### config.mk
export PLATFORM = sky130hd
export DESIGN_NAME = ts_sync_detector
export DESIGN_NICKNAME = d
export VERILOG_FILES = /design/src/rtl/ts_sync_pkg.sv /design/src/rtl/ts_pos_counter.sv /design/src/rtl/ts_lock_fsm.sv /design/src/rtl/ts_frame_guard.sv /design/src/rtl/ts_sync_detector.sv
export SDC_FILE = /design/constraint.sdc
export NUM_CORES = 1
export LEC_CHECK = 0
export BUFFER_PORTS_ARGS = -buffer_cell sky130_fd_sc_hd__buf_2
export CAP_MARGIN = 10
export CORE_ASPECT_RATIO = 0.6
export CORE_UTILIZATION = 32
export DETAILED_ROUTE_END_ITERATION = 8
export HOLD_SLACK_MARGIN = 0.03
export PLACE_DENSITY = 0.57
export SLEW_MARGIN = 25
export SYNTH_ARGS = -nofsm -noshare
export SYNTH_HDL_FRONTEND = slang
export SYNTH_SLANG_ARGS = --single-unit
### constraint.sdc
create_clock -name clk_i -period 2.05 [get_ports clk_i]
set_input_delay 0.5125 -clock clk_i [delete_from_list [all_inputs] [get_ports clk_i]]
set_output_delay 0.5125 -clock clk_i [all_outputs]
set_load 0.1 [all_outputs]
### src/rtl/ts_sync_pkg.sv
package ts_sync_pkg;
  typedef enum logic [1:0] {
    ST_SEARCH = 2'd0,
    ST_VERIFY = 2'd1,
    ST_LOCKED = 2'd2
  } sync_state_e;
endpackage

### src/rtl/ts_pos_counter.sv
module ts_pos_counter #(
  parameter int PKT_LEN = 188
) (
  input  logic clk_i,
  input  logic rst_ni,
  input  logic valid_i,
  input  logic restart_i,
  output logic at_start_o
);
  localparam int CW = $clog2(PKT_LEN);
  localparam logic [CW-1:0] LAST = CW'(PKT_LEN - 1);

  logic [CW-1:0] pos_q;

  // pos_q is the index of the next valid byte within the packet
  always_ff @(posedge clk_i or negedge rst_ni) begin
    if (!rst_ni) begin
      pos_q <= '0;
    end else if (valid_i) begin
      if (restart_i)          pos_q <= CW'(1);
      else if (pos_q == LAST) pos_q <= '0;
      else                    pos_q <= pos_q + CW'(1);
    end
  end

  assign at_start_o = (pos_q == '0);
endmodule

### src/rtl/ts_lock_fsm.sv
module ts_lock_fsm
  import ts_sync_pkg::*;
#(
  parameter int LOCK_HITS   = 3,  // must be 2 or more
  parameter int LOSS_MISSES = 2
) (
  input  logic        clk_i,
  input  logic        rst_ni,
  input  logic        valid_i,
  input  logic        is_sync_i,
  input  logic        at_start_i,
  output sync_state_e state_o,
  output logic        restart_o,
  output logic        mark_o,
  output logic        miss_o
);
  localparam int HW = $clog2(LOCK_HITS + 1);
  localparam int MW = $clog2(LOSS_MISSES + 1);
  localparam logic [HW-1:0] HIT_LAST  = HW'(LOCK_HITS - 1);
  localparam logic [MW-1:0] MISS_LAST = MW'(LOSS_MISSES - 1);

  sync_state_e   st_q, st_d;
  logic [HW-1:0] hit_q, hit_d;
  logic [MW-1:0] miss_q, miss_d;

  always_comb begin
    st_d      = st_q;
    hit_d     = hit_q;
    miss_d    = miss_q;
    restart_o = 1'b0;
    mark_o    = 1'b0;
    miss_o    = 1'b0;
    if (valid_i) begin
      unique case (st_q)
        ST_SEARCH: begin
          if (is_sync_i) begin
            restart_o = 1'b1;
            hit_d     = HW'(1);
            st_d      = ST_VERIFY;
          end
        end
        ST_VERIFY: begin
          if (at_start_i) begin
            if (!is_sync_i) begin
              st_d = ST_SEARCH;
            end else if (hit_q == HIT_LAST) begin
              st_d   = ST_LOCKED;
              miss_d = '0;
              mark_o = 1'b1;
            end else begin
              hit_d = hit_q + HW'(1);
            end
          end
        end
        ST_LOCKED: begin
          if (at_start_i) begin
            if (is_sync_i) begin
              mark_o = 1'b1;
              miss_d = '0;
            end else begin
              miss_o = 1'b1;
              if (miss_q == MISS_LAST) begin
                st_d   = ST_SEARCH;
                miss_d = '0;
              end else begin
                miss_d = miss_q + MW'(1);
              end
            end
          end
        end
        default: st_d = ST_SEARCH;
      endcase
    end
  end

  always_ff @(posedge clk_i or negedge rst_ni) begin
    if (!rst_ni) begin
      st_q   <= ST_SEARCH;
      hit_q  <= '0;
      miss_q <= '0;
    end else begin
      st_q   <= st_d;
      hit_q  <= hit_d;
      miss_q <= miss_d;
    end
  end

  assign state_o = st_q;
endmodule

### src/rtl/ts_frame_guard.sv
module ts_frame_guard (
  input  logic clk_i,
  input  logic rst_ni,
  input  logic valid_i,
  input  logic partial_mode_i,
  input  logic violation_i,
  output logic err_next_o,
  output logic err_o
);
  logic err_q;

  // sticky while partial mode stays on
  assign err_next_o = partial_mode_i & (err_q | (valid_i & violation_i));

  always_ff @(posedge clk_i or negedge rst_ni) begin
    if (!rst_ni) err_q <= 1'b0;
    else         err_q <= err_next_o;
  end

  assign err_o = err_q;
endmodule

### src/rtl/ts_sync_detector.sv
module ts_sync_detector
  import ts_sync_pkg::*;
#(
  parameter int          PKT_LEN     = 188,
  parameter logic [7:0]  SYNC_BYTE   = 8'h47,
  parameter int          LOCK_HITS   = 3,
  parameter int          LOSS_MISSES = 2
) (
  input  logic       clk_i,
  input  logic       rst_ni,
  input  logic [7:0] data_i,
  input  logic       valid_i,
  input  logic       partial_mode_i,
  output logic [7:0] data_o,
  output logic       valid_o,
  output logic       sync_o,
  output logic       locked_o,
  output logic       frame_err_o
);
  sync_state_e state;
  logic        is_sync, at_start, restart, mark, miss, err_next;
  logic [7:0]  data_q;
  logic        valid_q, sync_q;

  assign is_sync = (data_i == SYNC_BYTE);

  ts_pos_counter #(.PKT_LEN(PKT_LEN)) u_pos (
    .clk_i      (clk_i),
    .rst_ni     (rst_ni),
    .valid_i    (valid_i),
    .restart_i  (restart),
    .at_start_o (at_start)
  );

  ts_lock_fsm #(.LOCK_HITS(LOCK_HITS), .LOSS_MISSES(LOSS_MISSES)) u_fsm (
    .clk_i      (clk_i),
    .rst_ni     (rst_ni),
    .valid_i    (valid_i),
    .is_sync_i  (is_sync),
    .at_start_i (at_start),
    .state_o    (state),
    .restart_o  (restart),
    .mark_o     (mark),
    .miss_o     (miss)
  );

  ts_frame_guard u_guard (
    .clk_i          (clk_i),
    .rst_ni         (rst_ni),
    .valid_i        (valid_i),
    .partial_mode_i (partial_mode_i),
    .violation_i    (miss),
    .err_next_o     (err_next),
    .err_o          (frame_err_o)
  );

  // single output stage; the offending byte is already suppressed
  always_ff @(posedge clk_i or negedge rst_ni) begin
    if (!rst_ni) begin
      data_q  <= '0;
      valid_q <= 1'b0;
      sync_q  <= 1'b0;
    end else begin
      data_q  <= data_i;
      valid_q <= valid_i & ~err_next;
      sync_q  <= mark & ~err_next;
    end
  end

  assign data_o   = data_q;
  assign valid_o  = valid_q;
  assign sync_o   = sync_q;
  assign locked_o = (state == ST_LOCKED);
endmodule

======== Word level (Yosys, flattened, before mapping) ========
Index checks and enable logic that the tools add are counted.
storage, ports and cells
  bits of input ports ..................... 12
  word-level logic and storage cells ...... 73
  register bits ........................... 25
  output and inout port bits .............. 12
cells by class
  add/subtract/negate cells ............... 3
  equal/unequal tests ..................... 15
  multiplexer cells ....................... 34
  reductions and logical operators ........ 7
  bitwise operators ....................... 6
operators with widths
  cell                                                  count
  two-way mux 2 bit                                     16
  two-way mux 8 bit                                     2
  two-way mux 1 bit                                     12
  AND reduction 6 bit                                   2
  != test 2 x 1 -> 1 bit (second input constant)        5
  adder 8 x 1 -> 8 bit (second input constant)          1
  equality test 8 x 7 -> 1 bit (second input constant)  1
  equality test 8 bit (second input constant)           1
  zero test 8 bit                                       1
  case mux 2 bit (2 select lines)                       2
  AND reduction 7 bit                                   1
  != test 2 bit (second input constant)                 3
  case mux 2 bit (3 select lines)                       1
  adder 2 x 1 -> 2 bit (second input constant)          2
  AND 1 bit                                             4
  equality test 2 x 1 -> 1 bit (second input constant)  2
  equality test 2 bit (second input constant)           2
  nonzero test 2 bit                                    2
  != test 3 bit (second input constant)                 1
  zero test 2 bit                                       1
  case mux 1 bit (2 select lines)                       1
  inverter 1 bit                                        1
  bitwise OR 1 bit                                      1

======== Longest topological paths before layout ========
Gate-level depths: netlist of run 1.
  word-level depth ........................ 10
  depth in mapped cells ................... 7

======== Hierarchy ========
Synthesis of run 1 repeated with hierarchy kept, for this count alone.
second synthesis, totals
  cells, all modules ...................... 125
  area total of the unflattened synthesis .. 1340.0 µm²
modules (own cells, without submodules)
  module            instances  cells each  area an instance (µm²)
  ts_pos_counter    1          61          528.0
  ts_lock_fsm       1          45          479.2
  ts_sync_detector  1          16          296.5
  ts_frame_guard    1          3           36.3

======== Worst setup path after synthesis of run 1 ========
OpenSTA, ideal clock, no wires.
  kind .................................... register to register
  start ................................... register u_fsm.st_q[0], in the netlist u_fsm.state_o[0]
  end ..................................... register sync_q, in the netlist sync_o
  setup slack ............................. 19 ps
  cell stages (with the launch flop) ...... 6
  library setup time ...................... 132 ps
  arrival ................................. 1899 ps
  cell sequence ........................... dfrtp_1 inv_1 ha_1 o21ai_2 o31ai_1 nor3_1
between the ends
  cells in the longest elaborated chain, start to end .. 8
RTL lines
  element                 line                    text
  start, declared         ts_lock_fsm.sv:22       sync_state_e st_q, st_d;
  start signal, assigned  ts_lock_fsm.sv:82       st_q <= st_d;
  equality test 2 bit     --
  via locked_o            ts_sync_detector.sv:17  output logic locked_o,
  two-way mux 1 bit       ts_lock_fsm.sv:34       unique case (st_q)
  two-way mux 1 bit       ts_lock_fsm.sv:33       if (valid_i) begin
  AND 1 bit               ts_frame_guard.sv:13    assign err_next_o = partial_mode_i & (err_q | (valid_i & violation_i));
  bitwise OR 1 bit        ts_frame_guard.sv:13
  AND 1 bit               ts_frame_guard.sv:13
  via err_next            ts_sync_detector.sv:21  logic is_sync, at_start, restart, mark, miss, err_next;
  inverter 1 bit          ts_sync_detector.sv:66  sync_q <= mark & ~err_next;
  AND 1 bit               ts_sync_detector.sv:66
  end signal, assigned    ts_sync_detector.sv:66
  end, declared           ts_sync_detector.sv:23  logic valid_q, sync_q;
The timed path passes the listed nets, and every way through them passes these cells.
A chain may end at the register's enable or synchronous reset.

======== Final worst setup path of run 1 ========
  start ................................... register u_fsm.st_q[0], in the netlist u_fsm.state_o[0]
  end ..................................... output port locked_o
between the ends
  cells in the longest elaborated chain, start to end .. 1
RTL lines
  element              line                    text
  equality test 2 bit  ts_sync_detector.sv:73  assign locked_o = (state == ST_LOCKED);
  end, declared        ts_sync_detector.sv:17
No other way between the ends.

==> metrics.csv, run 1 <==
metric,value,unit
outcome,finished with violations,
failing checks,design-rule violations,
initial antenna violation count,0,
TritonCTS buffer count,3,
f_max,0.525,GHz
CTS tree,done,
port bufs,23,
clk_skew,0.00130,ns
"reg-to-reg slack, setup",0.18,ns
clk_lat worst skew,0.27,ns
"wirelength, routed",2.85,mm
clk sink count,25,
P_leak,0.707,nW
CP Launch Type,register,
sequential area share after synthesis,48.0,%
CP Class,reg2out,
Worst-path clk slew,0.09,ns
Total Routing Usage GR,14.2,%
post-synth top area share,48.0,%
Initial Utilization,34.4,%
nets@finish,168,
Final Critical Period,1.91,ns
count of cell types in the netlist,43,
R2R cell count,6,
"Cell Count, Final, Fillers Out",196,
Syn Nets,139,
post-CTS setup buffers,0,
Iter 0 DRT Violations,42,
Ports,24,
Die Wd,84.4,um
max-cap viol count,0,
GR Overflow Total,0,
placed insts,192,
crit path DAT,1.39,ns
Die Ht,51.4,um
area delta synth->final,19.5,%
# diodes,0,
CP Launch Point,u_fsm.state_o[0],
Final Cycle Share,92.9,%
first-pass GRT wire length,4.68,mm
"FF+latch count, synth",25,
minimum setup slack after placement,-0.0443,ns
Final HPWL DP,2.16,mm
Final WS setup,0.145,ns
YS warnings,0,
number of synthesized flops with an enable pin,0,
core area,0.00379,sq mm
worst vdd ir,0.000643,V
vias in the first global route,999,
Worst path max stage delay,0.41,ns
Row Count,17,
worst-margin pin slew,0.581,ns
crit-path cells,inv_1 -> ha_1 -> buf_12,
Worst Setup EP,locked_o,
Pins Over Slew Limit,0,
vias per cell,5.34,
cts hold-fix bufs,0,
relative slew slack,61.2,%
Layout Utilization,41.1,%
Cell Pwr Density,1090,mW/mm^2
Vias,1046,
Worst path slowest cell,dfrtp_1,
ys flop type,dfrtp_1,
DRC Markers,8,
routability cong.,0.831,
"Hold Vio Cnt, Final",0,
root buf cell,clkbuf_8,
drt pass-1 iters,6,
critical path depth in cells,3,
top cell type by total area after synthesis,dfrtp_1,
post-route ant nets,0,
CP top delay family,flip-flops,
post_cts resized,0,
DIE AREA,0.00434,sq mm
Critical R2R Launch,u_pos.pos_q[0],
unrepaired setup endpoints after global routing,no,
layout cell share with drive strength beyond 1,26.8,%
Worst Path Required,1.54,ns
mean post-synth cell area,10.8,sq um
largest net degree at the start of global routing,26,
"FFs w/ async S/R, synth",100,%
CP Capture Type,output port,
fillers,374,
leading post-synthesis cells by cell area,"dfrtp_1 48%, ha_1 5.8%, nand2_1 2.9%",
hold crit path type,in2async,
buffers plus inverters on the worst setup path,2,
H-tree lvl count,1,
Synth Cell Area,0.00130,sq mm
Cells after Synth,121,
Worst R2R End,u_fsm.miss_q[0],
clk buf depth,2,
WL per Instance,14.6,um
Worst Path Max Fanout,8,
final setup violating endpoints,0,
[flip-flops by register name, indices dropped and copies added, names as in the netlist]
| name | count |
|---|---|
| u_pos.pos_q | 8 |
| u_guard.err_o | 1 |
| u_fsm.miss_q | 2 |
| u_fsm.state_o | 2 |
| data_o | 8 |
| sync_o | 1 |
| valid_o | 1 |
| u_fsm.hit_q | 2 |
[through the flow]
step                      setup TNS (ns)  hold slack, ns  instance area [sq um]  total power [mW]
final                                  0           0.231                   1560              1.70
after CTS                              0           0.259                   1560              1.71
after global placement           -0.0188           0.462                   1510              1.39
after floorplan                        0           0.217                   1300              1.22
after detailed placement          -0.162           0.471                   1510              1.41
after global routing                   0           0.280                   1560              1.80
[synth_stat cells (2+ instances only)]
library cell,n
nand2_1,10
a21oi_1,3
nand3b_1,2
xnor2_1,3
nor2_1,9
o21a_1,3
nor3_2,2
nor4_1,2
a211o_1,2
dfrtp_1,25
nor3_1,5
xor2_1,2
nand4_1,3
ha_1,6
clkbuf_1,3
nor4b_2,2
nand2b_1,4
a21o_1,2
o211ai_1,2
inv_1,8
[where the power goes]
group          leakage (nW)  switching, mW  internal [mW]  total (mW)
clock network        0.0255          0.162          0.136       0.298
logic                 0.374          0.436          0.259       0.695
registers             0.308          0.118          0.586       0.704
[layout by cell type (no fill, tap or decap), types with 2 or more instances in the layout]
cell type	synthesis	final
dfrtp_1	25	25
buf_2	0	22
nand2_1	10	10
nor2_1	9	9
inv_1	8	8
ha_1	6	6
nor3_1	5	5
nand2b_1	4	4
buf_4	0	4
nand4_1	3	3
o21a_1	3	3
xnor2_1	3	3
a21oi_1	3	3
clkbuf_8	0	3
nor3_2	2	2
nor4b_2	2	2
o211ai_1	2	2
nand3b_1	2	2
nor4_1	2	2
a21o_1	2	2
xor2_1	2	2
a211o_1	2	2
[worst min-delay path by stage]
stage	endpoint	slack [ns]	cells past startpoint
after floorplan	data_o[0]	0.22	0
after global placement	u_fsm.miss_q[1]	0.46	1
after detailed placement	u_fsm.miss_q[1]	0.47	1
after CTS	u_fsm.hit_q[1]	0.26	1
after global routing	u_pos.pos_q[7]	0.28	1
final	u_pos.pos_q[7]	0.23	1
[metal layers]
metal | track usage [%] | routed length (um) | up-vias
li1 | - | - | 499
met1 | 19.9 | 1470 | 517
met2 | 21.9 | 1190 | 28
met3 | 4.68 | 185 | 2
met4 | 2.26 | 4 | 0
met5 | 0 | 0 | -
[cell type report]
class / instances / area [sq um] / share of cell area [%]
multi-input combinational: 85 / 637 / 40.9
sequential: 25 / 626 / 40.2
timing repair buffer: 27 / 160 / 10.3
tap: 47 / 58.8 / 3.78
clock buffer: 3 / 41.3 / 2.65
inverter: 8 / 30.0 / 1.93
clock inverter: 1 / 5.00 / 0.321
[cell families (layout without fill, tap and decap cells)]
group	count (synthesis)	count (layout)	synth area share, %
DFF	25	25	48.0
and+or+nand+nor	47	47	23.3
xor gates and xnor gates	5	5	3.36
adders and majority gates	6	6	5.76
AOI/OAI and AO/OA	26	26	15.5
buffers and inverters	11	39	3.17
muxes	1	1	0.864
Power figures use the tool's default switching activity.
==> inputs of run 2 (changes only) <==
Clock period 2.05 ns to 2.2 ns, I/O delays scaled along.
==> metrics.csv, run 2 (synthesis gave the netlist of run 1 again) <==
metric,value,unit,change
clk sink count,25,,unchanged
GR Overflow Total,0,,unchanged
crit path DAT,1.41,ns,+0.02 ns
CP Launch Type,register,,
CTS tree,done,,
initial antenna violation count,0,,unchanged
core area,0.00379,sq mm,unchanged
layout cell share with drive strength beyond 1,25.9,%,-1.0 points
"commonest non-fill, non-tap cell in the layout",dfrtp_1,,
port bufs,23,,unchanged
Vias,1027,,-1.8%
Initial Utilization,34.4,%,unchanged
vias in the first global route,1029,,+3.0%
root buf cell,clkbuf_8,,
Worst path max stage delay,0.44,ns,+0.03 ns
post-route ant nets,0,,unchanged
max-cap viol count,0,,unchanged
CP Launch Point,u_fsm.state_o[0],,
clk buf depth,2,,unchanged
Layout Utilization,40.4,%,-0.73 points
Row Count,17,,unchanged
"wirelength, routed",2.95,mm,+3.2%
CP Class,reg2out,,
Iter 0 DRT Violations,47,,+12%
CP Capture Type,output port,,
TritonCTS buffer count,3,,unchanged
Pins Over Slew Limit,0,,unchanged
Final HPWL DP,2.20,mm,+1.7%
DRC Markers,4,,-4
final setup violating endpoints,0,,unchanged
f_max,0.509,GHz,
Die Ht,51.4,um,unchanged
WL per Instance,15.2,um,+4.3%
vias per cell,5.29,,-0.80%
crit-path cells,inv_1 -> ha_1 -> buf_2,,
worst-margin pin slew,0.587,ns,+0.00520 ns
CP top delay family,buffers and inverters,,
most frequent cells in the layout,"25 x dfrtp_1, 23 x buf_2, 10 x nand2_1",,
Worst Path Max Fanout,3,,-5
H-tree lvl count,1,,unchanged
nets@finish,166,,-1.2%
"reg-to-reg slack, setup",0.28,ns,+0.10 ns
R2R cell count,6,,unchanged
area delta synth->final,17.4,%,
cts hold-fix bufs,0,,unchanged
post-CTS setup buffers,0,,unchanged
worst vdd ir,0.000497,V,-23%
DIE AREA,0.00434,sq mm,unchanged
first-pass GRT wire length,4.92,mm,+5.2%
hold crit path type,in2async,,
Worst R2R End,u_fsm.miss_q[0],,
Total Routing Usage GR,15.1,%,+0.86 points
total power,1.57,mW,-7.3%
Worst Path Required,1.65,ns,+0.11 ns
relative slew slack,60.9,%,-0.35 points
unrepaired setup endpoints after global routing,no,,
Final Critical Period,1.96,ns,
Ports,24,,unchanged
# diodes,0,,unchanged
outcome,finished with violations,,
Final Cycle Share,89.3,%,
P_leak,0.690,nW,-2.5%
failing checks,design-rule violations,,
clk_skew,0.00761,ns,+0.00630 ns
critical path depth in cells,3,,unchanged
Die Wd,84.4,um,unchanged
Cell Pwr Density,1030,mW/mm^2,-5.6%
routability cong.,0.872,,+4.9%
Worst path slowest cell,buf_2,,
clk_lat worst skew,0.28,ns,about the same
Worst-path clk slew,0.10,ns,about the same
buffers plus inverters on the worst setup path,2,,unchanged
Worst Setup EP,locked_o,,
post_cts resized,0,,unchanged
Critical R2R Launch,u_pos.pos_q[0],,
drt pass-1 iters,8,,+2
setup tns final,0,ns,unchanged
largest net degree at the start of global routing,26,,unchanged
"Hold Vio Cnt, Final",0,,unchanged
-- run 2: cell types whose count changed in the layout (fill, tap and decap cells not counted), sizes merged --
| cell | before | now |
|---|---|---|
| buf | 27 | 25 |
| clkinvlp | 0 | 1 |
| clkinv | 1 | 0 |
-- run 2: layout make-up --
| class | count | area (sq um) |
|---|---|---|
| Fill cell | 375 | 2260 |
| Multi-Input combinational cell | 85 | 637 |
| Sequential cell | 25 | 626 |
| Timing Repair Buffer | 25 | 130 |
| Tap cell | 47 | 58.8 |
| Clock buffer | 3 | 41.3 |
| Inverter | 8 | 30.0 |
| Clock inverter | 1 | 7.51 |
-- run 2: per-stage QoR --
stage | cells | cell area, sq um | hold slack, ns | setup WS (ns)
finish | 194 | 1530 | 0.263 | 0.235
global route | 194 | 1530 | 0.294 | 0.165
floorplan | 121 | 1300 | 0.254 | 0.169
detailed placement | 190 | 1480 | 0.479 | 0.0558
global placement | 190 | 1480 | 0.466 | 0.101
CTS | 194 | 1530 | 0.276 | 0.226
-- run 2: metal layers --
layer	vias to the layer above	global-route usage, %	wire length [um]
met5	-	0	0
met4	0	3.11	16
met3	5	5.01	195
met2	36	22.3	1200
met1	491	21.5	1530
li1	495	-	-
-- run 2: worst min-delay path by stage --
stage / depth (start not counted) / end / from / slack, ns
2_1_floorplan: 0 / data_o[0] / rst_ni / 0.25
3_3_place_gp: 1 / u_fsm.miss_q[1] / u_fsm.miss_q[1] / 0.47
3_5_place_dp: 1 / u_fsm.miss_q[1] / u_fsm.miss_q[1] / 0.48
4_1_cts: 1 / u_fsm.state_o[0] / rst_ni / 0.28
5_1_grt: 1 / u_fsm.state_o[0] / rst_ni / 0.29
6_report: 1 / u_fsm.state_o[0] / rst_ni / 0.26
-- run 2: power breakdown --
group	switching, mW	internal (mW)	leakage (nW)
Clock	0.157	0.129	0.0217
Combinational	0.406	0.220	0.361
Sequential	0.116	0.546	0.308
-- run 2: worst reg2reg max path: cells and delay by family (launching register included) --
family          cells  cell delay (ns)
compound gates      2             0.61
simple gates        2             0.53
flops               1             0.45
fa+ha+maj           1             0.15
buf+inv             1             0.08
